<file path="config.mk">
export PLATFORM = sky130hd
export DESIGN_NAME = halfpel_fir6
export DESIGN_NICKNAME = d
export VERILOG_FILES = /design/src/rtl/halfpel_pkg.sv /design/src/rtl/hp_window.sv /design/src/rtl/hp_tapsum.sv /design/src/rtl/hp_normsat.sv /design/src/rtl/halfpel_fir6.sv
export SDC_FILE = /design/constraint.sdc
export NUM_CORES = 1
export LEC_CHECK = 0
export BUFFER_PORTS_ARGS = -buffer_cell sky130_fd_sc_hd__buf_2
export CAP_MARGIN = 20
export CORE_ASPECT_RATIO = 0.75
export CORE_UTILIZATION = 40
export CTS_CLUSTER_SIZE = 28
export DETAILED_ROUTE_END_ITERATION = 8
export RECOVER_POWER = 100
export SLEW_MARGIN = 5
export SYNTH_ARGS = -nofsm -noshare
export SYNTH_HDL_FRONTEND = slang
export SYNTH_SLANG_ARGS = --single-unit
</file>
<file path="constraint.sdc">
create_clock -name clk -period 5.3 [get_ports clk]
set_clock_uncertainty 0.05 [all_clocks]
set_input_delay 0.53 -clock clk [delete_from_list [all_inputs] [get_ports clk]]
set_output_delay 0.53 -clock clk [all_outputs]
set_load 0.1 [all_outputs]
</file>
<file path="src/rtl/halfpel_pkg.sv">
package halfpel_pkg;

   // Arithmetic variant of the six-operand weighted sum.
   typedef enum logic [0:0] {
      SUM_PREADD = 1'b0,  // add mirrored pairs, then weight three pair sums
      SUM_DIRECT = 1'b1   // weight each of the six samples on its own
   } sum_arch_e;

   // Number of window entries; the weighting is fixed to this length.
   localparam int unsigned WIN_DEPTH = 6;

   // Weight magnitudes; the middle pair carries a negative sign.
   localparam int unsigned W_EDGE   = 1;
   localparam int unsigned W_MID    = 5;
   localparam int unsigned W_CENTRE = 20;

   // Narrowest signed width that holds the sum for a given pixel width.
   function automatic int unsigned min_acc_width(input int unsigned pix_w);
      return pix_w + 7;
   endfunction

endpackage

</file>
<file path="src/rtl/hp_window.sv">
module hp_window
   import halfpel_pkg::*;
#(
   parameter int unsigned PIX_W = 8,
   parameter int unsigned DEPTH = WIN_DEPTH
) (
   input  logic                       clk,
   input  logic                       rst_n,
   input  logic                       clr,
   input  logic                       push,
   input  logic [PIX_W-1:0]           din,
   output logic [DEPTH-1:0][PIX_W-1:0] win_nxt,
   output logic                       fire
);

   localparam int unsigned CNT_W = $clog2(DEPTH + 1);
   localparam logic [CNT_W-1:0] CNT_FULL = CNT_W'(DEPTH);
   localparam logic [CNT_W-1:0] CNT_LAST = CNT_W'(DEPTH - 1);

   logic [DEPTH-1:0][PIX_W-1:0] win_q;
   logic [CNT_W-1:0]            cnt_q;
   logic                        take;

   assign take = push && !clr;

   // Entry 0 is the newest sample; entry DEPTH-1 is the oldest.
   assign win_nxt[0] = clr ? '0 : (take ? din : win_q[0]);

   for (genvar i = 1; i < DEPTH; i++) begin : g_shift
      assign win_nxt[i] = clr ? '0 : (take ? win_q[i-1] : win_q[i]);
   end

   assign fire = take && (cnt_q >= CNT_LAST);

   always_ff @(posedge clk or negedge rst_n) begin
      if (!rst_n) begin
         win_q <= '0;
         cnt_q <= '0;
      end else begin
         win_q <= win_nxt;
         if (clr) begin
            cnt_q <= '0;
         end else if (take && cnt_q != CNT_FULL) begin
            cnt_q <= cnt_q + 1'b1;
         end
      end
   end

endmodule

</file>
<file path="src/rtl/hp_tapsum.sv">
module hp_tapsum
   import halfpel_pkg::*;
#(
   parameter int unsigned PIX_W = 8,
   parameter int unsigned ACC_W = 15,
   parameter sum_arch_e   ARCH  = SUM_PREADD
) (
   input  logic [WIN_DEPTH-1:0][PIX_W-1:0] win,
   output logic signed [ACC_W-1:0]         acc
);

   localparam int unsigned PAIR_W = PIX_W + 1;

   // Positions relative to the interpolation point:
   // win[5] = -2, win[4] = -1, win[3] = 0, win[2] = 1, win[1] = 2, win[0] = 3.
   function automatic logic signed [ACC_W-1:0] ext(input logic [PAIR_W-1:0] v);
      return $signed({{(ACC_W-PAIR_W){1'b0}}, v});
   endfunction

   // x*20 = x*16 + x*4 ; x*5 = x*4 + x
   function automatic logic signed [ACC_W-1:0] times20(input logic signed [ACC_W-1:0] v);
      return (v <<< 4) + (v <<< 2);
   endfunction

   function automatic logic signed [ACC_W-1:0] times5(input logic signed [ACC_W-1:0] v);
      return (v <<< 2) + v;
   endfunction

   if (ARCH == SUM_PREADD) begin : g_preadd
      logic [PAIR_W-1:0] p_edge, p_mid, p_ctr;
      assign p_edge = {1'b0, win[5]} + {1'b0, win[0]};
      assign p_mid  = {1'b0, win[4]} + {1'b0, win[1]};
      assign p_ctr  = {1'b0, win[3]} + {1'b0, win[2]};
      assign acc = ext(p_edge) - times5(ext(p_mid)) + times20(ext(p_ctr));
   end else begin : g_direct
      logic signed [ACC_W-1:0] term [WIN_DEPTH];
      for (genvar i = 0; i < WIN_DEPTH; i++) begin : g_term
         if (i == 0 || i == WIN_DEPTH - 1) begin : g_e
            assign term[i] = ext({1'b0, win[i]});
         end else if (i == 1 || i == WIN_DEPTH - 2) begin : g_m
            assign term[i] = -times5(ext({1'b0, win[i]}));
         end else begin : g_c
            assign term[i] = times20(ext({1'b0, win[i]}));
         end
      end
      assign acc = term[0] + term[1] + term[2] + term[3] + term[4] + term[5];
   end

endmodule

</file>
<file path="src/rtl/hp_normsat.sv">
module hp_normsat #(
   parameter int unsigned ACC_W = 15,
   parameter int unsigned PIX_W = 8,
   parameter int unsigned SHIFT = 5
) (
   input  logic signed [ACC_W-1:0] acc,
   output logic [PIX_W-1:0]        pix
);

   localparam int unsigned EXT_W = ACC_W + 1;
   localparam logic signed [EXT_W-1:0] RND  = EXT_W'(1 << (SHIFT - 1));
   localparam logic signed [EXT_W-1:0] PMAX = EXT_W'((1 << PIX_W) - 1);

   logic signed [EXT_W-1:0] rounded;
   logic signed [EXT_W-1:0] scaled;

   assign rounded = {acc[ACC_W-1], acc} + RND;
   assign scaled  = rounded >>> SHIFT;

   always_comb begin
      if (scaled < 0) begin
         pix = '0;
      end else if (scaled > PMAX) begin
         pix = '1;
      end else begin
         pix = scaled[PIX_W-1:0];
      end
   end

endmodule

</file>
<file path="src/rtl/halfpel_fir6.sv">
module halfpel_fir6
   import halfpel_pkg::*;
#(
   parameter int unsigned PIX_W = 8,
   parameter int unsigned ACC_W = min_acc_width(PIX_W),
   parameter int unsigned SHIFT = 5,
   parameter sum_arch_e   ARCH  = SUM_PREADD
) (
   input  logic             clk,
   input  logic             rst_n,
   input  logic             clear,
   input  logic             in_valid,
   input  logic [PIX_W-1:0] in_data,
   output logic             out_valid,
   output logic [PIX_W-1:0] out_data
);

   // Elaboration-time parameter checks.
   if (PIX_W < 2 || PIX_W > 16) begin : g_bad_pix
      $error("halfpel_fir6: PIX_W out of supported range");
   end
   if (ACC_W < min_acc_width(PIX_W)) begin : g_bad_acc
      $error("halfpel_fir6: ACC_W too narrow for the weighted sum");
   end
   if (SHIFT < 1 || SHIFT >= ACC_W) begin : g_bad_shift
      $error("halfpel_fir6: SHIFT out of range");
   end

   logic [WIN_DEPTH-1:0][PIX_W-1:0] win_nxt;
   logic                            fire;
   logic signed [ACC_W-1:0]         acc;
   logic [PIX_W-1:0]                pix;

   hp_window #(.PIX_W(PIX_W), .DEPTH(WIN_DEPTH)) win_i (
      .clk     (clk),
      .rst_n   (rst_n),
      .clr     (clear),
      .push    (in_valid),
      .din     (in_data),
      .win_nxt (win_nxt),
      .fire    (fire)
   );

   hp_tapsum #(.PIX_W(PIX_W), .ACC_W(ACC_W), .ARCH(ARCH)) sum_i (
      .win (win_nxt),
      .acc (acc)
   );

   hp_normsat #(.ACC_W(ACC_W), .PIX_W(PIX_W), .SHIFT(SHIFT)) sat_i (
      .acc (acc),
      .pix (pix)
   );

   always_ff @(posedge clk or negedge rst_n) begin
      if (!rst_n) begin
         out_valid <= 1'b0;
         out_data  <= '0;
      end else begin
         out_valid <= fire;
         if (fire) begin
            out_data <= pix;
         end
      end
   end

endmodule

</file>
== Word-level counts from Yosys, hierarchy flattened ==
Index checks and enable logic that the tools add are counted.

* Word-level logic and storage cells: 43
* Register bits after elaboration: 60
* Output and inout bits: 9
* Bits of input ports: 12

* Equality and inequality tests: 1
* Multiplexer cells: 16
* Add/subtract/negate cells: 9
* Magnitude comparators: 3
* Reductions and logical operators: 5

{| class="wikitable"
|+ Operators with widths
! cell !! number
|-
| two-way mux 8 bit || 14
|-
| adder 8 x 8 -> 9 bit || 3
|-
| adder 15 x 6 -> 16 bit (second input constant) || 1
|-
| adder 15 bit || 1
|-
| subtractor 10 x 15 -> 15 bit || 1
|-
| adder 13 x 11 -> 14 bit || 1
|-
| adder 11 x 9 -> 12 bit || 1
|-
| greater-than comparator 11 x 9 -> 1 bit (second input constant) || 1
|-
| less-than comparator 11 x 1 -> 1 bit (second input constant) || 1
|-
| two-way mux 3 bit || 2
|-
| adder 3 x 1 -> 3 bit (second input constant) || 1
|-
| greater-or-equal comparator 3 bit (second input constant) || 1
|-
| logical AND 1 bit || 3
|-
| != test 3 bit (second input constant) || 1
|-
| nonzero test 2 bit || 1
|-
| logical NOT 1 bit || 1
|}

== Depth between registers and ports, before layout ==
Gate-level depths: netlist of the first run.

* Depth after elaboration: 12
* Depth in mapped cells: 29
* Depth with buffers taken out: 27

== By module ==
From an unflattened synthesis of the first run, not the netlist that was laid out.

* Cells, all modules: 542
* Area total of the unflattened synthesis: 5212.5 um^2

{| class="wikitable"
|+ Modules (own cells, without submodules)
! module !! cells each !! instances !! area each (um^2) !! sequential area each (um^2)
|-
| hp_tapsum || 314 || 1 || 2443.6 || 0.0
|-
| hp_window || 176 || 1 || 2173.3 || 1276.2
|-
| halfpel_fir6 || 18 || 1 || 356.6 || 225.2
|-
| hp_normsat || 34 || 1 || 239.0 || 0.0
|}

== Worst setup path after synthesis of the first run ==
OpenSTA, ideal clock, no wires.

* Kind: input to register
* Start point: input in_valid
* End point: register out_data[1]
* Setup slack: -0.939 ns
* Stages: 28
* Library setup time: 0.141 ns
* Arrival time: 6.048 ns
* Path buffers: 2
* Required time: 5.109 ns
* Cell sequence: clkbuf_1 -> buf_1 -> mux2i_1 -> nor2_1 -> ha_1 -> a21o_1 -> a21oi_1 -> o21bai_1 -> a21oi_1 -> o21bai_1 -> a21oi_1 -> xor2_1 -> inv_1 -> ha_1 -> inv_1 -> o21bai_1 -> xor2_1 -> fa_1 -> inv_1 -> ha_1 -> nand4_1 -> o31a_1 -> or3_1 -> o211ai_2 -> nand2b_1 -> and3_1 -> a31oi_2 -> nand3_1

{| class="wikitable"
|+ RTL lines
! what !! RTL line !! text
|-
| start, declared || halfpel_fir6.sv:12 || <nowiki>input logic in_valid,</nowiki>
|-
| end signal, assigned || halfpel_fir6.sv:61 || <nowiki>out_data <= pix;</nowiki>
|-
| end, declared || halfpel_fir6.sv:15 || <nowiki>output logic [PIX_W-1:0] out_data</nowiki>
|}

==> impl_metrics.env, run 1 <==
export IMPL_wl_per_cell_um=14.3
export IMPL_synth_fp_nets=611
export IMPL_portBuffers=20
export IMPL_area_growth_pct=41.2
export IMPL_std_cell_rows=35
export IMPL_ios=21
export IMPL_preCtsSetupSlack_ns=-0.827
export IMPL_setup_worst_path_class="register to register"
export IMPL_synth_flop_cell="dfrtp_1"
export IMPL_cts_max_level=3
export IMPL_sequentialPowerShare_pct=25.2
export IMPL_yosysWarnings=0
export IMPL_p_sw_share_pct=34.1
export IMPL_peakVddDrop_v=0.000179
export IMPL_drt_first_pass_iters=7
export IMPL_place_congestion=0.805
export IMPL_worst_pin_slew_ns=3.37
export IMPL_instances_no_fill=845
export IMPL_dp_cells=818
export IMPL_grt_pass1_wl_um=20900
export IMPL_rsz0062_at_grt="yes"
export IMPL_busiest_layer="met2"
export IMPL_grt_max_degree=61
export IMPL_ant_nets=0
export IMPL_postLayoutCoreUtil_pct=58.0
export IMPL_grt_usage_pct=19.9
export IMPL_mostFrequentLayoutCells="buf_4 (118), nor2_1 (67), dfrtp_1 (60)"
export IMPL_drv_cap=1
export IMPL_cts_root_buf="clkbuf_16"
export IMPL_hp_start="out_data[0]"
export IMPL_syn_avg_cell_area_um2=9.52
export IMPL_viasPerCell=5.00
export IMPL_synth_edf_count=0
export IMPL_rrSetupSlack_ns=-0.18
export IMPL_drive_above_1_share_pct=36.1
export IMPL_synthTopCellsByArea="dfrtp_1 (30%), ha_1 (14%), mux2i_1 (9.5%)"
export IMPL_coreArea_mm2=0.0123
export IMPL_violations="max-capacitance violations, max-slew violations, negative setup slack"
export IMPL_setup_tns_final_ns=-1.33
export IMPL_post_route_min_period_ns=5.48
export IMPL_p_per_area_mw_per_mm2=273
export IMPL_power_frac_comb_pct=39.2
export IMPL_hold_violations=0
export IMPL_cts_tree="built"
export IMPL_final_common_cell="buf_4"
export IMPL_relSlewSlack_pct=-125
export IMPL_synth_seq_area_share_pct=29.8
export IMPL_crit_path_start="win_i.win_q[1]"
export IMPL_syn_area_mm2=0.00504
export IMPL_drc=0
export IMPL_drv_slew=61
export IMPL_clock_sinks=60
export IMPL_synth_cells=529
export IMPL_grt_pass1_vias=4460
export IMPL_synth_seq_cells=60
export IMPL_grtUsageMet3_pct=3.98
export IMPL_dr_total_vias=4228
export IMPL_drt_iter0_markers=185
export IMPL_cts_buffers=9
export IMPL_setup_slack_ns=-0.184
export IMPL_ys_async_sr_fraction_pct=100
export IMPL_synth_top_cell_by_area="dfrtp_1"
export IMPL_arrival_ns=5.64
export IMPL_met1_usage_pct=26.5
export IMPL_use_met2_pct=32.9
export IMPL_fp_dieW_um=132
export IMPL_finalNetCount=756
export IMPL_finalSetupViolCount=8
export IMPL_cp_max_fo=7
export IMPL_power_mw=1.94
export IMPL_die_h_um=99.2
export IMPL_period_share_pct=103
export IMPL_antenna_found_initial=0
export IMPL_place_hpwl_um=8970
export IMPL_worstPathRequired_ns=5.45
export IMPL_nFillCells=1043
export IMPL_power_leakage_nw=3.65
export IMPL_overflow=0
export IMPL_startpoint_type="register"
export IMPL_worst_hold_path_type="register to register"
export IMPL_critPathCaptureType="register"
export IMPL_power_frac_clock_pct=35.6
export IMPL_max_freq_mhz=182
export IMPL_n_antenna_cell=0
export IMPL_timing_rr_start="win_i.win_q[1]"
export IMPL_hold_buffers=0
export IMPL_die_area_mm2=0.0131
export IMPL_start_util_pct=41.1
export IMPL_outcome="finished with violations"
export IMPL_synth_cell_types=62
export IMPL_clock_path_buffers=2
export IMPL_synth_top_area_share_pct=29.8
export IMPL_wl_um=12100
export IMPL_switching_power_mw=0.663
export IMPL_insertion_delay_ns=0.33
export IMPL_internal_power_mw=1.28
export IMPL_cts_clk_slew_worst_paths_ns=0.06
-- stage by stage --
| stage | instance area [um^2] | hold WS (ns) |
|---|---|---|
| after floorplan | 5210 | 0.184 |
| after global placement | 6320 | 0.420 |
| after detailed placement | 6320 | 0.428 |
| after CTS | 6980 | 0.333 |
| after global routing | 7110 | 0.502 |
| final | 7110 | 0.448 |
-- final timing paths --
path	end	cells after the start
max in group asynchronous	win_i.win_q[23]	2
max	out_data[2]	27
min in group asynchronous	out_data[1]	2
min	out_data[0]	2
max reg2reg	out_data[2]	27
min reg2reg	out_data[0]	2
-- Yosys cell counts, drive strengths merged (4+ instances only) --
master  number
nor2        70
dfrtp       60
ha          58
mux2i       48
inv         46
a21oi       37
xnor2       28
xor2        19
nand3       14
o21bai      13
fa          12
nand2       12
o21ai       12
clkbuf      10
or3          8
buf          7
nor2b        7
a22oi        6
o211ai       6
nand2b       5
nor3         5
o21a         5
a21o         4
nand3b       4
nand4        4
-- registers in the layout (all words and copies together), names as in the netlist --
name / count
out_data: 8
win_i.win_q: 48
win_i.cnt_q: 3
out_valid: 1
-- power by group through the flow --
stage          Combinational [mW]  Clock [mW]  Sequential (mW)
2_1_floorplan               0.390           0            0.568
3_3_place_gp                0.665           0            0.496
3_5_place_dp                0.678           0            0.496
4_1_cts                     0.735       0.707            0.488
5_1_grt                     0.826       0.729            0.491
6_report                    0.761       0.692            0.489
-- worst max-delay path: stages, from the launching register on --
cell and delay (ns):
dfrtp_1 0.39, mux2i_1 0.17, nor2_2 0.09, ha_1 0.32
a21o_1 0.17, a21oi_2 0.19, buf_4 0.15, xnor2_2 0.13
inv_1 0.10, fa_2 0.41, inv_2 0.08, a21oi_4 0.06
o21ai_4 0.18, a21oi_2 0.10, o21bai_4 0.14, xor2_2 0.08
fa_1 0.49, inv_2 0.05, ha_4 0.26, nand4_1 0.13
o31a_1 0.35, or3_4 0.36, o211ai_4 0.13, buf_6 0.15
nand2b_4 0.05, and3_4 0.18, a31oi_4 0.24, nand3_1 0.12
-- kinds of logic (layout without fill, tap and decap cells) --
group | count (synthesis) | in the layout | synth area share, %
AOI/OAI and AO/OA | 101 | 101 | 13.7
xor gates and xnor gates | 47 | 47 | 8.77
muxes | 48 | 48 | 9.54
buffers and inverters | 63 | 213 | 4.89
DFF | 60 | 60 | 29.8
adders and majority gates | 70 | 70 | 19.2
and+or+nand+nor | 140 | 140 | 14.2
-- area by class of cell --
cell class	instances	area, um^2	area share (%)
flip-flops and latches	60	1500	21.1
clock inverters	7	123	1.72
repair buffers	151	1100	15.5
well taps	166	208	2.92
clock buffers	9	225	3.17
inverters	46	175	2.46
multi-input cells	406	3780	53.2
-- layer usage --
metal / vias up / share of wire [%]
met2: 46 / 47
met3: 14 / 2.4
met4: 0 / 0.99
met1: 2036 / 49
li1: 2132 / -
met5: - / 0
-- timing repair --
item / in CTS / in global routing
pin swaps: 43 / 20
hold endpoints to repair: 0 / 0
setup buffers: 8 / 3
resized for setup: 44 / 24
setup endpoints to repair: 8 / 8
(Power assumes the default switching activity.)
==> run 2, diff against run 1 <==
Settings changed: CELL_PAD_IN_SITES_DETAIL_PLACEMENT set to 0, CELL_PAD_IN_SITES_GLOBAL_PLACEMENT set to 1, PLACE_DENSITY_LB_ADDON set to 0.1.
==> impl_metrics.env, run 2 (same netlist as run 1, synthesis figures left out) <==
export IMPL_place_congestion=0.785
export IMPL_cts_clk_slew_worst_paths_ns=0.06
export IMPL_crit_buf_inv=2
export IMPL_cp_max_fo=6
export IMPL_final_common_cell="buf_4"
export IMPL_antenna_found_initial=0
export IMPL_relSlewSlack_pct=49.1
export IMPL_worstPathRequired_ns=5.51
export IMPL_die_h_um=99.2
export IMPL_drv_cap=0
export IMPL_cpMostUsedCell="a21oi_2"
export IMPL_largest_register="win_i.win_q"
export IMPL_rrSetupSlack_ns=-0.12
export IMPL_post_route_min_period_ns=5.42
export IMPL_drc=0
export IMPL_drive_above_1_share_pct=37.1
export IMPL_dr_total_vias=4145
export IMPL_largest_reg_flops=48
export IMPL_power_mw=1.86
export IMPL_rsz0062_at_grt="yes"
export IMPL_grt_pass1_vias=4315
export IMPL_reg_largest_list="win_i.win_q: 48 flops, out_data: 8 flops, win_i.cnt_q: 3 flops"
export IMPL_finalSetupViolCount=8
export IMPL_place_hpwl_um=8920
export IMPL_clock_sinks=60
export IMPL_overflow=0
export IMPL_coreArea_mm2=0.0123
export IMPL_area_growth_pct=40.2
export IMPL_insertion_delay_ns=0.33
export IMPL_violations="negative setup slack"
export IMPL_placed_cell_area_mm2=0.00632
export IMPL_critPathCaptureType="register"
export IMPL_setup_slack_ns=-0.120
export IMPL_n_antenna_cell=0
export IMPL_outcome="finished with violations"
export IMPL_grt_max_degree=61
export IMPL_die_area_mm2=0.0131
export IMPL_max_freq_mhz=185
export IMPL_reg2regPathDepth=27
export IMPL_arrival_ns=5.63
export IMPL_power_leakage_nw=3.69
export IMPL_p_per_area_mw_per_mm2=263
export IMPL_timing_rr_start="win_i.win_q[8]"
export IMPL_worst_pin_slew_ns=0.763
export IMPL_mostFrequentLayoutCells="buf_4 (131), nor2_1 (67), dfrtp_1 (60)"
export IMPL_finalNetCount=762
export IMPL_setup_worst_path_class="register to register"
export IMPL_setup_tns_final_ns=-0.797
export IMPL_cts_max_level=3
export IMPL_startpoint_type="register"
export IMPL_cpPeakStageDelay_ns=0.55
export IMPL_clock_path_buffers=2
export IMPL_peakVddDrop_v=0.000157
export IMPL_fp_dieW_um=132
export IMPL_hold_slack_ns=0.311
export IMPL_std_cell_rows=35
export IMPL_cts_root_buf="clkbuf_16"
export IMPL_start_util_pct=41.1
export IMPL_period_share_pct=102
export IMPL_drt_iter0_markers=101
export IMPL_preCtsSetupSlack_ns=-0.803
export IMPL_cts_buffers=9
export IMPL_final_area_mm2=0.00707
export IMPL_drt_first_pass_iters=5
export IMPL_ant_nets=0
export IMPL_cts_tree="built"
export IMPL_viasPerCell=4.87
export IMPL_worst_hold_path_type="primary input to asynchronous set/reset pin"
export IMPL_hold_violations=0
export IMPL_ios=21
export IMPL_critPathTopFamily="compound AO/OA/AOI/OAI gates"
export IMPL_grt_usage_pct=19.0
export IMPL_grt_pass1_wl_um=20000
export IMPL_nFillCells=1077
export IMPL_hold_buffers=0
export IMPL_drv_slew=0
export IMPL_wl_per_cell_um=13.5
export IMPL_worst_path_stages=27
export IMPL_portBuffers=20
export IMPL_crit_slowest_cell="fa_1"
export IMPL_r2r_end="out_data[0]"
export IMPL_wl_um=11500
run 2: report_power, final:
group          switching, mW  leakage (nW)  total (mW)  internal [mW]
combinational          0.413          2.72       0.773          0.361
clock                  0.211         0.149       0.599          0.388
sequential            0.0118         0.827       0.489          0.477
run 2: how the worst max path moves through the flow:
stage,from,to
floorplan,in_valid,out_data[5]
global placement,in_valid,out_data[6]
detailed placement,in_valid,out_data[3]
CTS,win_i.win_q[1],out_data[3]
global route,win_i.win_q[9],out_data[3]
finish,win_i.win_q[8],out_data[0]
run 2: metal layers:
layer	part of all wire (%)	track usage (%)	routed length, um
met1	52	25.2	5950
met2	45	31.7	5200
met3	2.2	4.03	253
met4	0.99	4.92	114
met5	0	0	0
run 2: what timing repair did:
item,CTS,global route
endpoints found under the setup margin,8,8
pin swaps,19,13
cloned,0,0
resized for setup,27,33
setup buffers,12,5
run 2: worst reg2reg max path, cell delays in order (launching register included):
cell,delay (ns)
dfrtp_1,0.39
mux2i_1,0.14
nor2_1,0.08
ha_2,0.21
fa_2,0.40
a21oi_2,0.14
nor2_1,0.06
nor2_2,0.15
o21bai_1,0.11
a21oi_2,0.24
xnor2_2,0.19
ha_4,0.27
a21oi_4,0.16
o21bai_4,0.08
xor2_2,0.15
fa_1,0.55
inv_2,0.05
ha_4,0.24
o21a_1,0.12
a21oi_2,0.18
nand3b_1,0.15
o21ai_4,0.22
o21ai_4,0.09
xor2_4,0.24
buf_6,0.14
o21bai_1,0.14
a221o_1,0.29
o21ai_1,0.13
run 2: area by class of cell:
class                      count  area [um^2]  share of cell area, %
multi-input combinational    406         3710                   52.5
sequential                    60         1500                   21.3
timing repair buffer         157         1170                   16.6
clock buffer                  12          256                   3.63
tap                          166          208                   2.94
inverter                      46          173                   2.44
clock inverter                 4         47.5                  0.673
run 2: through the flow:
step | cells | utilization (%)
floorplan | 529 | -
global placement | 818 | 51.6
detailed placement | 818 | 51.6
CTS | 846 | 55.9
global route | 851 | 57.6
finish | 851 | 57.6
==> run 3, diff against run 2 <==
Settings changed: SYNTH_HIERARCHICAL set to 1.
==> impl_metrics.env, run 3 <==
export IMPL_outcome="finished with violations"
export IMPL_violations="max-capacitance violations, max-slew violations, negative setup slack"
export IMPL_cts_clk_slew_worst_paths_ns=0.05
export IMPL_largest_register="win_i/win_q"
export IMPL_period_share_pct=120
export IMPL_final_common_cell="buf_4"
export IMPL_start_util_pct=41.7
export IMPL_power_leakage_nw=3.90
export IMPL_cts_max_level=3
export IMPL_multiInputGateArea_mm2=0.00368
export IMPL_cts_buffers=9
export IMPL_worst_hold_path_type="primary input to register"
export IMPL_drv_slew=61
export IMPL_reg_largest_list="win_i/win_q: 48 flops, out_data: 8 flops, win_i/cnt_q: 3 flops"
export IMPL_max_freq_mhz=157
export IMPL_finalSetupViolCount=8
export IMPL_drt_iter0_markers=101
export IMPL_grt_pass1_wl_um=21000
export IMPL_timing_rr_start="win_i/win_q[0]"
export IMPL_startpoint_type="primary input"
export IMPL_synth_cells=540
export IMPL_nFillCells=1123
export IMPL_hold_violations=0
export IMPL_place_congestion=0.828
export IMPL_mostFrequentLayoutCells="buf_4 (157), nor2_1 (73), dfrtp_1 (60)"
export IMPL_ant_nets=0
export IMPL_antenna_found_initial=0
export IMPL_post_route_min_period_ns=6.37
export IMPL_wl_per_cell_um=13.6
export IMPL_hp_start="in_data[0]"
export IMPL_clock_path_buffers=2
export IMPL_cts_tree="built"
export IMPL_ios=21
export IMPL_grt_usage_pct=19.6
export IMPL_std_cell_rows=35
export IMPL_peakVddDrop_v=0.000183
export IMPL_fp_dieW_um=134
export IMPL_worst_pin_slew_ns=3.23
export IMPL_grt_pass1_vias=4483
export IMPL_portBuffers=20
export IMPL_grt_max_degree=61
export IMPL_preCtsSetupSlack_ns=-1.65
export IMPL_drc=0
export IMPL_dr_total_vias=4373
export IMPL_worstPathRequired_ns=5.45
export IMPL_overflow=0
export IMPL_yosysWarnings=6
export IMPL_syn_avg_cell_area_um2=9.64
export IMPL_hold_depth=3
export IMPL_setup_worst_path_class="primary input to register"
export IMPL_viasPerCell=4.87
export IMPL_finalNetCount=813
export IMPL_largest_reg_flops=48
export IMPL_drv_cap=1
export IMPL_p_per_area_mw_per_mm2=316
export IMPL_r2r_end="out_data[5]"
export IMPL_relSlewSlack_pct=-115
export IMPL_rrSetupSlack_ns=-1.07
export IMPL_drive_above_1_share_pct=38.1
export IMPL_die_area_mm2=0.0135
export IMPL_syn_area_mm2=0.00520
export IMPL_drt_first_pass_iters=4
export IMPL_wl_um=12200
export IMPL_clock_sinks=60
export IMPL_final_area_mm2=0.00731
export IMPL_holdPathEnd="win_i/win_q[0]"
export IMPL_coreArea_mm2=0.0125
export IMPL_synth_fp_nets=626
export IMPL_rsz0062_at_grt="yes"
export IMPL_reg2regPathDepth=27
export IMPL_placed_cell_area_mm2=0.00669
export IMPL_cts_root_buf="clkbuf_16"
export IMPL_place_hpwl_um=9700
export IMPL_insertion_delay_ns=0.32
export IMPL_setup_slack_ns=-1.07
export IMPL_seq_area_mm2=0.00150
export IMPL_area_growth_pct=40.4
export IMPL_critPathCaptureType="register"
export IMPL_arrival_ns=6.52
export IMPL_n_antenna_cell=0
export IMPL_die_h_um=101
export IMPL_cp_max_fo=8
run 3: cell type report:
type	count	share of cell area [%]
Clock inverter	5	1.03
Multi-Input combinational cell	413	50.4
Sequential cell	60	20.5
Tap cell	166	2.84
Clock buffer	11	3.32
Timing Repair Buffer	190	19.1
Inverter	53	2.72
run 3: how the worst max path moves through the flow:
stage	end	start	cells past startpoint
2_1_floorplan	out_data[0]	in_valid	31
3_3_place_gp	out_data[4]	in_valid	29
3_5_place_dp	out_data[5]	in_valid	30
4_1_cts	out_data[1]	win_i/win_q[0]	29
5_1_grt	out_data[6]	in_valid	32
6_report	out_data[5]	in_valid	28
run 3: critical path, stage by stage:
cell      delay (ns)
buf_6           0.13
mux2i_1         0.22
nor2_1          0.08
ha_2            0.20
fa_2            0.37
a21o_1          0.21
a221oi_2        0.28
buf_4           0.17
xnor2_2         0.12
xnor2_1         0.10
ha_1            0.30
inv_2           0.05
fa_1            0.52
inv_2           0.05
ha_4            0.18
a2111o_1        0.40
o22a_1          0.22
xor2_2          0.17
ha_2            0.20
a211o_1         0.31
o31a_1          0.36
a21o_1          0.19
a21oi_2         0.15
and4_4          0.26
nand4_4         0.11
o21bai_4        0.29
a21oi_2         0.09
mux2_4          0.26
run 3: where the power goes:
| part | internal (mW) | switching, mW | leakage, nW | total, mW |
|---|---|---|---|---|
| Clock | 0.422 | 0.204 | 0.159 | 0.626 |
| Combinational | 0.615 | 0.584 | 2.91 | 1.20 |
| Sequential | 0.471 | 0.00878 | 0.828 | 0.480 |
run 3: repair_timing:
item | in CTS | in global routing
pin swaps | 18 | 34
gates resized for setup | 16 | 39
hold buffers | 0 | 0
endpoints found under the setup margin | 8 | 8
buffers inserted | 9 | 4
gates cloned | 1 | 0
run 3: per-stage QoR:
| step | instances | TNS [ns] | util [%] | power (mW) | hold WS, ns |
|---|---|---|---|---|---|
| 6_report | 898 | -8.49 | 58.5 | 2.31 | 0.456 |
| 5_1_grt | 898 | -11.10 | 58.5 | 2.47 | 0.461 |
| 4_1_cts | 894 | -8.84 | 57.4 | 2.22 | 0.334 |
| 3_5_place_dp | 868 | -13.14 | 53.6 | 1.54 | 0.450 |
| 3_3_place_gp | 868 | -12.19 | 53.6 | 1.53 | 0.445 |
| 2_1_floorplan | 540 | -9.97 | - | 1.15 | 0.184 |
run 3: layer usage:
| layer | GRT usage (%) | vias up | share of wire (%) |
|---|---|---|---|
| li1 | - | 2240 | - |
| met1 | 25.6 | 2081 | 50 |
| met2 | 33.6 | 44 | 47 |
| met3 | 3.77 | 8 | 1.7 |
| met4 | 4.28 | 0 | 0.67 |
| met5 | 0 | - | 0 |
